$ cat config.mk
export PLATFORM = sky130hd
export DESIGN_NAME = tmr_bank
export DESIGN_NICKNAME = d
export VERILOG_FILES = /design/src/rtl/tmr_pkg.sv /design/src/rtl/tmr_tick_sel.sv /design/src/rtl/tmr_channel.sv /design/src/rtl/tmr_bank.sv
export SDC_FILE = /design/constraint.sdc
export NUM_CORES = 1
export LEC_CHECK = 0
export ABC_AREA = 1
export ABC_CLOCK_PERIOD_IN_PS = 4900
export BUFFER_PORTS_ARGS = -buffer_cell sky130_fd_sc_hd__buf_2
export CORE_MARGIN = 8
export CORE_UTILIZATION = 50
export CTS_CLUSTER_DIAMETER = 60
export DETAILED_ROUTE_END_ITERATION = 8
export MAX_ROUTING_LAYER = met4
export PLACE_DENSITY_LB_ADDON = 0.05
export SLEW_MARGIN = 10
export SYNTH_ARGS = -nofsm -noshare
export SYNTH_HDL_FRONTEND = slang
export SYNTH_SLANG_ARGS = --single-unit
$ cat constraint.sdc
create_clock -name clk -period 4.9 [get_ports clk]
set_clock_uncertainty 0.1 [all_clocks]
set_input_delay 0.245 -clock clk [delete_from_list [all_inputs] [get_ports clk]]
set_output_delay 0.245 -clock clk [all_outputs]
set_load 0.02 [all_outputs]
$ cat src/rtl/tmr_pkg.sv
package tmr_pkg;
  parameter int NUM_TMR  = 3;
  parameter int CNT_W    = 16;
  parameter int ADDR_W   = 4;
  parameter int DIV_W    = 3;
  parameter int IRQ_BASE = 4;

  // control word bit positions
  localparam int B_STOP    = 0;
  localparam int B_TO_TGT  = 3;
  localparam int B_IRQ_TGT = 4;
  localparam int B_IRQ_OVF = 5;
  localparam int B_REPEAT  = 6;
  localparam int B_SRC     = 8;
  localparam int B_DIV     = 9;
  localparam int B_EVT     = 10;
  localparam int B_HIT     = 11;
  localparam int B_WRAP    = 12;

  typedef enum logic [1:0] {
    REG_CNT  = 2'd0,
    REG_CTRL = 2'd1,
    REG_TGT  = 2'd2,
    REG_NONE = 2'd3
  } reg_sel_e;
endpackage

$ cat src/rtl/tmr_tick_sel.sv
module tmr_tick_sel
  import tmr_pkg::*;
#(
  parameter int IDX   = 0,
  parameter int DIV_N = DIV_W
) (
  input  logic clk,
  input  logic rst_n,
  input  logic ctrl_wr,
  input  logic src_bit,
  input  logic div_bit,
  input  logic stop_bit,
  input  logic pix_stb,
  input  logic hsync_stb,
  output logic tick
);
  localparam bit HAS_PIX  = (IDX == 0);
  localparam bit HAS_HS   = (IDX == 1);
  localparam bit HAS_DIV  = (IDX == 2);
  localparam bit HAS_STOP = (IDX == 2);

  logic [DIV_N-1:0] pre_q;
  logic             pre_wrap;
  logic             ext_stb;
  logic             use_ext;
  logic             use_div;
  logic             halt;

  always_ff @(posedge clk) begin
    if (!rst_n)       pre_q <= '0;
    else if (ctrl_wr) pre_q <= '0;
    else              pre_q <= pre_q + 1'b1;
  end

  assign pre_wrap = &pre_q;
  assign ext_stb  = HAS_PIX ? pix_stb : hsync_stb;
  assign use_ext  = (HAS_PIX || HAS_HS) && src_bit;
  assign use_div  = HAS_DIV && div_bit;
  assign halt     = HAS_STOP && stop_bit;

  always_comb begin
    if (halt)         tick = 1'b0;
    else if (use_ext) tick = ext_stb;
    else if (use_div) tick = pre_wrap;
    else              tick = 1'b1;
  end
endmodule

$ cat src/rtl/tmr_channel.sv
module tmr_channel
  import tmr_pkg::*;
#(
  parameter int IDX = 0,
  parameter int W   = CNT_W
) (
  input  logic         clk,
  input  logic         rst_n,
  input  logic         ctrl_wr,
  input  logic         ctrl_rd,
  input  logic         cnt_wr,
  input  logic         tgt_wr,
  input  logic [W-1:0] wdata,
  input  logic         tick,
  output logic [W-1:0] cnt_o,
  output logic [W-1:0] ctrl_o,
  output logic [W-1:0] tgt_o,
  output logic         irq_pulse
);
  localparam int CW = B_EVT;

  logic [CW-1:0] ctl_q;
  logic          evt_q, hit_q, wrap_q;
  logic [W-1:0]  cnt_q, tgt_q, nxt;
  logic          fired_q;
  logic          step, tgt_ev, ovf_ev, want_irq;

  assign nxt      = cnt_q + 1'b1;
  assign step     = tick && !ctrl_wr && !cnt_wr;
  assign tgt_ev   = step && (nxt == tgt_q);
  assign ovf_ev   = step && (&cnt_q);
  assign want_irq = (tgt_ev && ctl_q[B_IRQ_TGT]) || (ovf_ev && ctl_q[B_IRQ_OVF]);
  assign irq_pulse = want_irq && (ctl_q[B_REPEAT] || !fired_q);

  // count register
  always_ff @(posedge clk) begin
    if (!rst_n)       cnt_q <= '0;
    else if (ctrl_wr) cnt_q <= '0;
    else if (cnt_wr)  cnt_q <= wdata;
    else if (step) begin
      if (ctl_q[B_TO_TGT] && (nxt == tgt_q)) cnt_q <= '0;
      else                                   cnt_q <= nxt;
    end
  end

  // compare value
  always_ff @(posedge clk) begin
    if (!rst_n)      tgt_q <= '0;
    else if (tgt_wr) tgt_q <= wdata;
  end

  // control bits and single-shot state
  always_ff @(posedge clk) begin
    if (!rst_n) begin
      ctl_q   <= '0;
      fired_q <= 1'b0;
    end else if (ctrl_wr) begin
      ctl_q   <= wdata[CW-1:0];
      fired_q <= 1'b0;
    end else if (irq_pulse) begin
      fired_q <= 1'b1;
    end
  end

  // status bits: an event in the read cycle beats the read clear
  always_ff @(posedge clk) begin
    if (!rst_n || ctrl_wr) begin
      evt_q  <= 1'b0;
      hit_q  <= 1'b0;
      wrap_q <= 1'b0;
    end else begin
      if (tgt_ev || ovf_ev) evt_q <= 1'b1;
      if (tgt_ev)       hit_q <= 1'b1;
      else if (ctrl_rd) hit_q <= 1'b0;
      if (ovf_ev)       wrap_q <= 1'b1;
      else if (ctrl_rd) wrap_q <= 1'b0;
    end
  end

  assign cnt_o  = cnt_q;
  assign tgt_o  = tgt_q;
  assign ctrl_o = {{(W-B_WRAP-1){1'b0}}, wrap_q, hit_q, evt_q, ctl_q};

  // target-wrap mode returns to zero on the compare step
  a_r2_wrap_at_target: assert property (@(posedge clk) disable iff (!rst_n)
    (tgt_ev && ctl_q[B_TO_TGT]) |=> (cnt_q == '0));

  // a compare event leaves the hit flag set
  a_r4_hit_flag: assert property (@(posedge clk) disable iff (!rst_n)
    tgt_ev |=> (hit_q && evt_q));

  // single-shot mode never interrupts twice in a row without re-arm
  a_r5_one_shot: assert property (@(posedge clk) disable iff (!rst_n)
    (irq_pulse && !ctl_q[B_REPEAT] && !ctrl_wr) |=> !irq_pulse);

  // a control write zeroes the count and status
  a_r6_ctrl_reset: assert property (@(posedge clk) disable iff (!rst_n)
    ctrl_wr |=> (cnt_q == '0 && !hit_q && !wrap_q && !fired_q));

  generate
    if (IDX == 2) begin : g_stop_chk
      // a frozen channel keeps its count
      a_r8_frozen: assert property (@(posedge clk) disable iff (!rst_n)
        (ctl_q[B_STOP] && !ctrl_wr && !cnt_wr) |=> $stable(cnt_q));
    end
  endgenerate
endmodule

$ cat src/rtl/tmr_bank.sv
module tmr_bank
  import tmr_pkg::*;
#(
  parameter int N  = NUM_TMR,
  parameter int W  = CNT_W,
  parameter int AW = ADDR_W
) (
  input  logic          clk,
  input  logic          rst_n,
  input  logic          bus_wr,
  input  logic          bus_rd,
  input  logic [AW-1:0] bus_addr,
  input  logic [W-1:0]  bus_wdata,
  output logic [W-1:0]  bus_rdata,
  input  logic          pix_stb,
  input  logic          hsync_stb,
  output logic [W-1:0]  irq_pend
);
  localparam int SEL_W = AW - 2;
  localparam logic [SEL_W-1:0] PEND_SEL = SEL_W'(3);

  logic [SEL_W-1:0] sel;
  reg_sel_e         rsel;
  logic             pend_hit;
  logic [W-1:0]     cnt_v  [N];
  logic [W-1:0]     ctrl_v [N];
  logic [W-1:0]     tgt_v  [N];
  logic [N-1:0]     irq_v;
  logic [W-1:0]     set_mask;
  logic [W-1:0]     rd_mux;

  assign sel      = bus_addr[AW-1:2];
  assign rsel     = reg_sel_e'(bus_addr[1:0]);
  assign pend_hit = (sel == PEND_SEL) && (rsel == REG_CNT);

  generate
    for (genvar i = 0; i < N; i++) begin : g_ch
      logic hit_i, ctrl_wr_i, ctrl_rd_i, cnt_wr_i, tgt_wr_i, tick_i;
      assign hit_i     = (sel == SEL_W'(i));
      assign ctrl_wr_i = bus_wr && hit_i && (rsel == REG_CTRL);
      assign ctrl_rd_i = bus_rd && hit_i && (rsel == REG_CTRL);
      assign cnt_wr_i  = bus_wr && hit_i && (rsel == REG_CNT);
      assign tgt_wr_i  = bus_wr && hit_i && (rsel == REG_TGT);

      tmr_tick_sel #(.IDX(i)) u_tick (
        .clk      (clk),
        .rst_n    (rst_n),
        .ctrl_wr  (ctrl_wr_i),
        .src_bit  (ctrl_v[i][B_SRC]),
        .div_bit  (ctrl_v[i][B_DIV]),
        .stop_bit (ctrl_v[i][B_STOP]),
        .pix_stb  (pix_stb),
        .hsync_stb(hsync_stb),
        .tick     (tick_i)
      );

      tmr_channel #(.IDX(i), .W(W)) u_ch (
        .clk      (clk),
        .rst_n    (rst_n),
        .ctrl_wr  (ctrl_wr_i),
        .ctrl_rd  (ctrl_rd_i),
        .cnt_wr   (cnt_wr_i),
        .tgt_wr   (tgt_wr_i),
        .wdata    (bus_wdata),
        .tick     (tick_i),
        .cnt_o    (cnt_v[i]),
        .ctrl_o   (ctrl_v[i]),
        .tgt_o    (tgt_v[i]),
        .irq_pulse(irq_v[i])
      );

      // a pulse shows in its pending bit on the next cycle
      a_r10_pend_set: assert property (@(posedge clk) disable iff (!rst_n)
        irq_v[i] |=> irq_pend[IRQ_BASE+i]);
    end
  endgenerate

  always_comb begin
    set_mask = '0;
    for (int i = 0; i < N; i++) set_mask[IRQ_BASE+i] = irq_v[i];
  end

  always_ff @(posedge clk) begin
    if (!rst_n) irq_pend <= '0;
    else if (bus_wr && pend_hit) irq_pend <= (irq_pend & ~bus_wdata) | set_mask;
    else irq_pend <= irq_pend | set_mask;
  end

  always_comb begin
    rd_mux = '0;
    if (pend_hit) rd_mux = irq_pend;
    for (int i = 0; i < N; i++) begin
      if (sel == SEL_W'(i)) begin
        case (rsel)
          REG_CNT:  rd_mux = cnt_v[i];
          REG_CTRL: rd_mux = ctrl_v[i];
          REG_TGT:  rd_mux = tgt_v[i];
          default:  rd_mux = '0;
        endcase
      end
    end
  end

  always_ff @(posedge clk) begin
    if (!rst_n)      bus_rdata <= '0;
    else if (bus_rd) bus_rdata <= rd_mux;
  end
endmodule

==> key figures <==
Clock tree
  – Clk buf depth: 2
  – CTS tree: yes
  – Clock slew at reported path FFs: 70 ps
  – Clk sink count: 173
  – Clock root buffer master: clkbuf_16
  – Total CTS buffers: 17
  – CTS resizes: 0
  – Skew-Pair Late Insertion Delay: 440 ps
  – Post-CTS Setup Inserts: 0
  – H-tree depth: 4
  – Hold_buf cts: 0

Placement
  – DP Wirelength: 26000 µm
  – PortBufs: 57
  – Pre-CTS setup slack: 1680 ps
  – GPL Wtd Cong: 0.979

Die
  – Die width: 157 µm
  – FP Rows: 51
  – Placeable Area: 19500 µm²
  – Die area: 24600 µm²
  – Initial Util: 50.9%
  – I/O pins: 58
  – Die Span Y: 157 µm

Setup path
  – Worst R2R Start: g_ch[0].u_ch.cnt_o[0]
  – Worst Setup Start Kind: primary input
  – WS Path Type: in -> reg
  – CP required: 5150 ps
  – Critical-path top delay cell: inv_2
  – Crit-path max FO: 34
  – R2R setup slack: 2100 ps
  – Crit-path cells: buf_2 > inv_1 > nand2_1 > inv_2 > nand3_1 > o21ai_0 > nand2_1 > o22ai_1 > inv_1 > a21oi_1
  – Highest cell delay on the worst timing path: 690 ps
  – CP endpoint kind: register
  – Worst r2r dst: g_ch[0].u_ch.cnt_o[9]
  – Critical Path AT: 3090 ps
  – Worst R2R Path Depth: 14

Layout
  – Nets: 1551
  – Layout cells sized above 1: 10.9%
  – Footprint of the multi-input gates: 5430 µm²
  – Fillers: 1998
  – Commonest non-fill, non-tap cell in the layout: nand2_1
  – Fin util: 56.0%
  – Layout area overhead: 10.0%
  – Most frequent cells in the layout: 292 x nand2_1, 173 x dfxtp_1, 171 x inv_1
  – Sequential cell area: 3460 µm²

Synthesis
  – Count of cell types in the netlist: 43
  – Synth Warn #: 0
  – Synthesized flop and latch total: 173
  – Post-synth top area cell: dfxtp_1
  – Gate Count Post-Synth: 1496
  – Syn Nets: 1527
  – Post-Synthesis Cell Area: 9910 µm²
  – Average size of a mapped cell: 6.62 µm²
  – Share of the synthesized area in the top cell type: 34.9%
  – Area contributors post-synth: dfxtp_1 35%, nand2_1 11%, a21oi_1 6.8%
  – Register area share after synthesis: 34.9%

Power and ir drop
  – Worst vdd ir: 0.000228 V
  – Pwr/cell area: 293 nW/µm²
  – Leakage: 4.22 nW
  – Power Total: 0.00320 W

Detailed routing
  – Vias: 10700
  – DRC errors left: 0
  – Total Routed Length: 36500 µm
  – DR WL/cell: 20.3 µm
  – Initial DRC Count: 1130
  – DRT Pass-1 Iters: 6
  – ANT nets after route: 0
  – Vias per inst: 5.95

Timing
  – Setup violators final: 0
  – Final Hold Viols: 0
  – Fin crit share: 58.0%
  – Count of pins over their slew limit: 0
  – Post-layout min period: 2840 ps
  – Slew headroom: 36.0%
  – Fin Setup TNS: 0 ps
  – Setup ws final: 2060 ps
  – RSZ-0062 raised after global routing: false
  – Fmax: 352 MHz
  – Worst slew pin tran: 959 ps

Global routing
  – Vias in the first global route: 9727
  – First-pass GRT wire length: 56200 µm
  – GR Overflow Total: 0
  – Antenna violations before repair: 1
  – Largest net degree at the start of global routing: 95
  – GR Util All Layers: 30.5%

Run status
  – Outcome: finished, final reports clean

Min path
  – Hold path startpoint: bus_wdata[6]
  – Hold Path Sink: g_ch[0].u_ch.ctl_q[6]
  – WHS Path Cells: 3
  – Hold Path Class: in -> reg

Run
  – MaxCap Viol Count: 0
-- cells in the mapped netlist (all sizes together) --
library cell,count
a211oi,12
nand2,301
nand3b,10
a41oi,2
xnor2,2
buf,17
xor2,5
nand3,110
xnor3,1
nand4,37
ha,5
clkbuf,49
dfxtp,173
a2bb2oi,2
or2,4
o21ai,135
o221ai,16
a22oi,9
a21oi,143
clkinv,16
a31oi,16
a221oi,8
o211ai,10
and2,1
inv,177
nor3,5
nor2,169
o22ai,61
-- power breakdown --
part / switching [W] / leakage (nW) / internal, W
clock: 0.000636 / 0.271 / 0.000710
combinational: 0.000263 / 2.55 / 0.000105
sequential: 0.0000369 / 1.40 / 0.00145
total: 0.000935 / 4.22 / 0.00226
-- routing by layer --
metal  vias to the layer above  part of all wire [%]  GRT usage [%]
met1                      4949                    43           39.6
li1                       5121                     -              -
met5                         -                     0              -
met4                         0                   3.8           12.5
met2                       534                    44           46.1
met3                        87                   9.2           5.63
-- sequential cells by signal, summed over array words and instances, names as in the netlist --
name               flops
bus_rdata             16
g_ch.u_ch.evt_q        3
g_ch.u_ch.cnt_o       48
g_ch.u_ch.wrap_q       3
g_ch.u_tick.pre_q      3
g_ch.u_ch.tgt_o       48
g_ch.u_ch.ctl_q       30
g_ch.u_ch.fired_q      3
g_ch.u_ch.hit_q        3
irq_pend              16
-- layout make-up --
cell class                 count  share of cell area, %
clock inverter                13                   1.23
sequential                   173                   31.8
inverter                     193                   6.64
clock buffer                  18                   3.94
tap                          265                   3.04
multi-input combinational   1064                   49.8
antenna                        1                 0.0229
timing repair buffer          71                   3.58
-- critical path, delay by kind of cell --
| family | cells | cell delay (ps) |
|---|---|---|
| buffers and inverters | 4 | 940 |
| AND/OR/NAND/NOR | 3 | 1230 |
| AO/OA/AOI/OAI | 3 | 640 |
-- worst max path at each step --
| stage | slack [ps] | depth (start not counted) | from | to |
|---|---|---|---|---|
| after floorplan | 2780 | 15 | g_ch[0].u_ch.cnt_o[0] | g_ch[0].u_ch.cnt_o[0] |
| after global placement | 1780 | 10 | bus_addr[1] | g_ch[0].u_ch.cnt_o[10] |
| after detailed placement | 1680 | 10 | bus_addr[1] | g_ch[0].u_ch.cnt_o[7] |
| after CTS | 2140 | 10 | bus_addr[1] | g_ch[0].u_ch.cnt_o[3] |
| after global routing | 1770 | 10 | bus_addr[1] | g_ch[0].u_ch.cnt_o[3] |
| final | 2060 | 10 | bus_addr[1] | g_ch[0].u_ch.cnt_o[14] |
-- cells by family after synthesis --
group / count (synthesis) / share of synthesized area, %
flip-flops: 173 / 34.9
AND/OR/NAND/NOR: 637 / 29.2
adder cells (fa/ha/maj): 5 / 0.631
XOR/XNOR: 8 / 0.846
buffers and inverters: 259 / 10.3
AO/OA/AOI/OAI: 414 / 24.1
-- stage by stage --
step	area (µm²)	hold WS (ps)	instances
floorplan	9910	299	1496
global placement	10300	311	1766
detailed placement	10300	323	1766
CTS	10900	59.7	1797
global route	10900	79.6	1798
finish	10900	78.4	1798
Power figures use the tool's default switching activity.
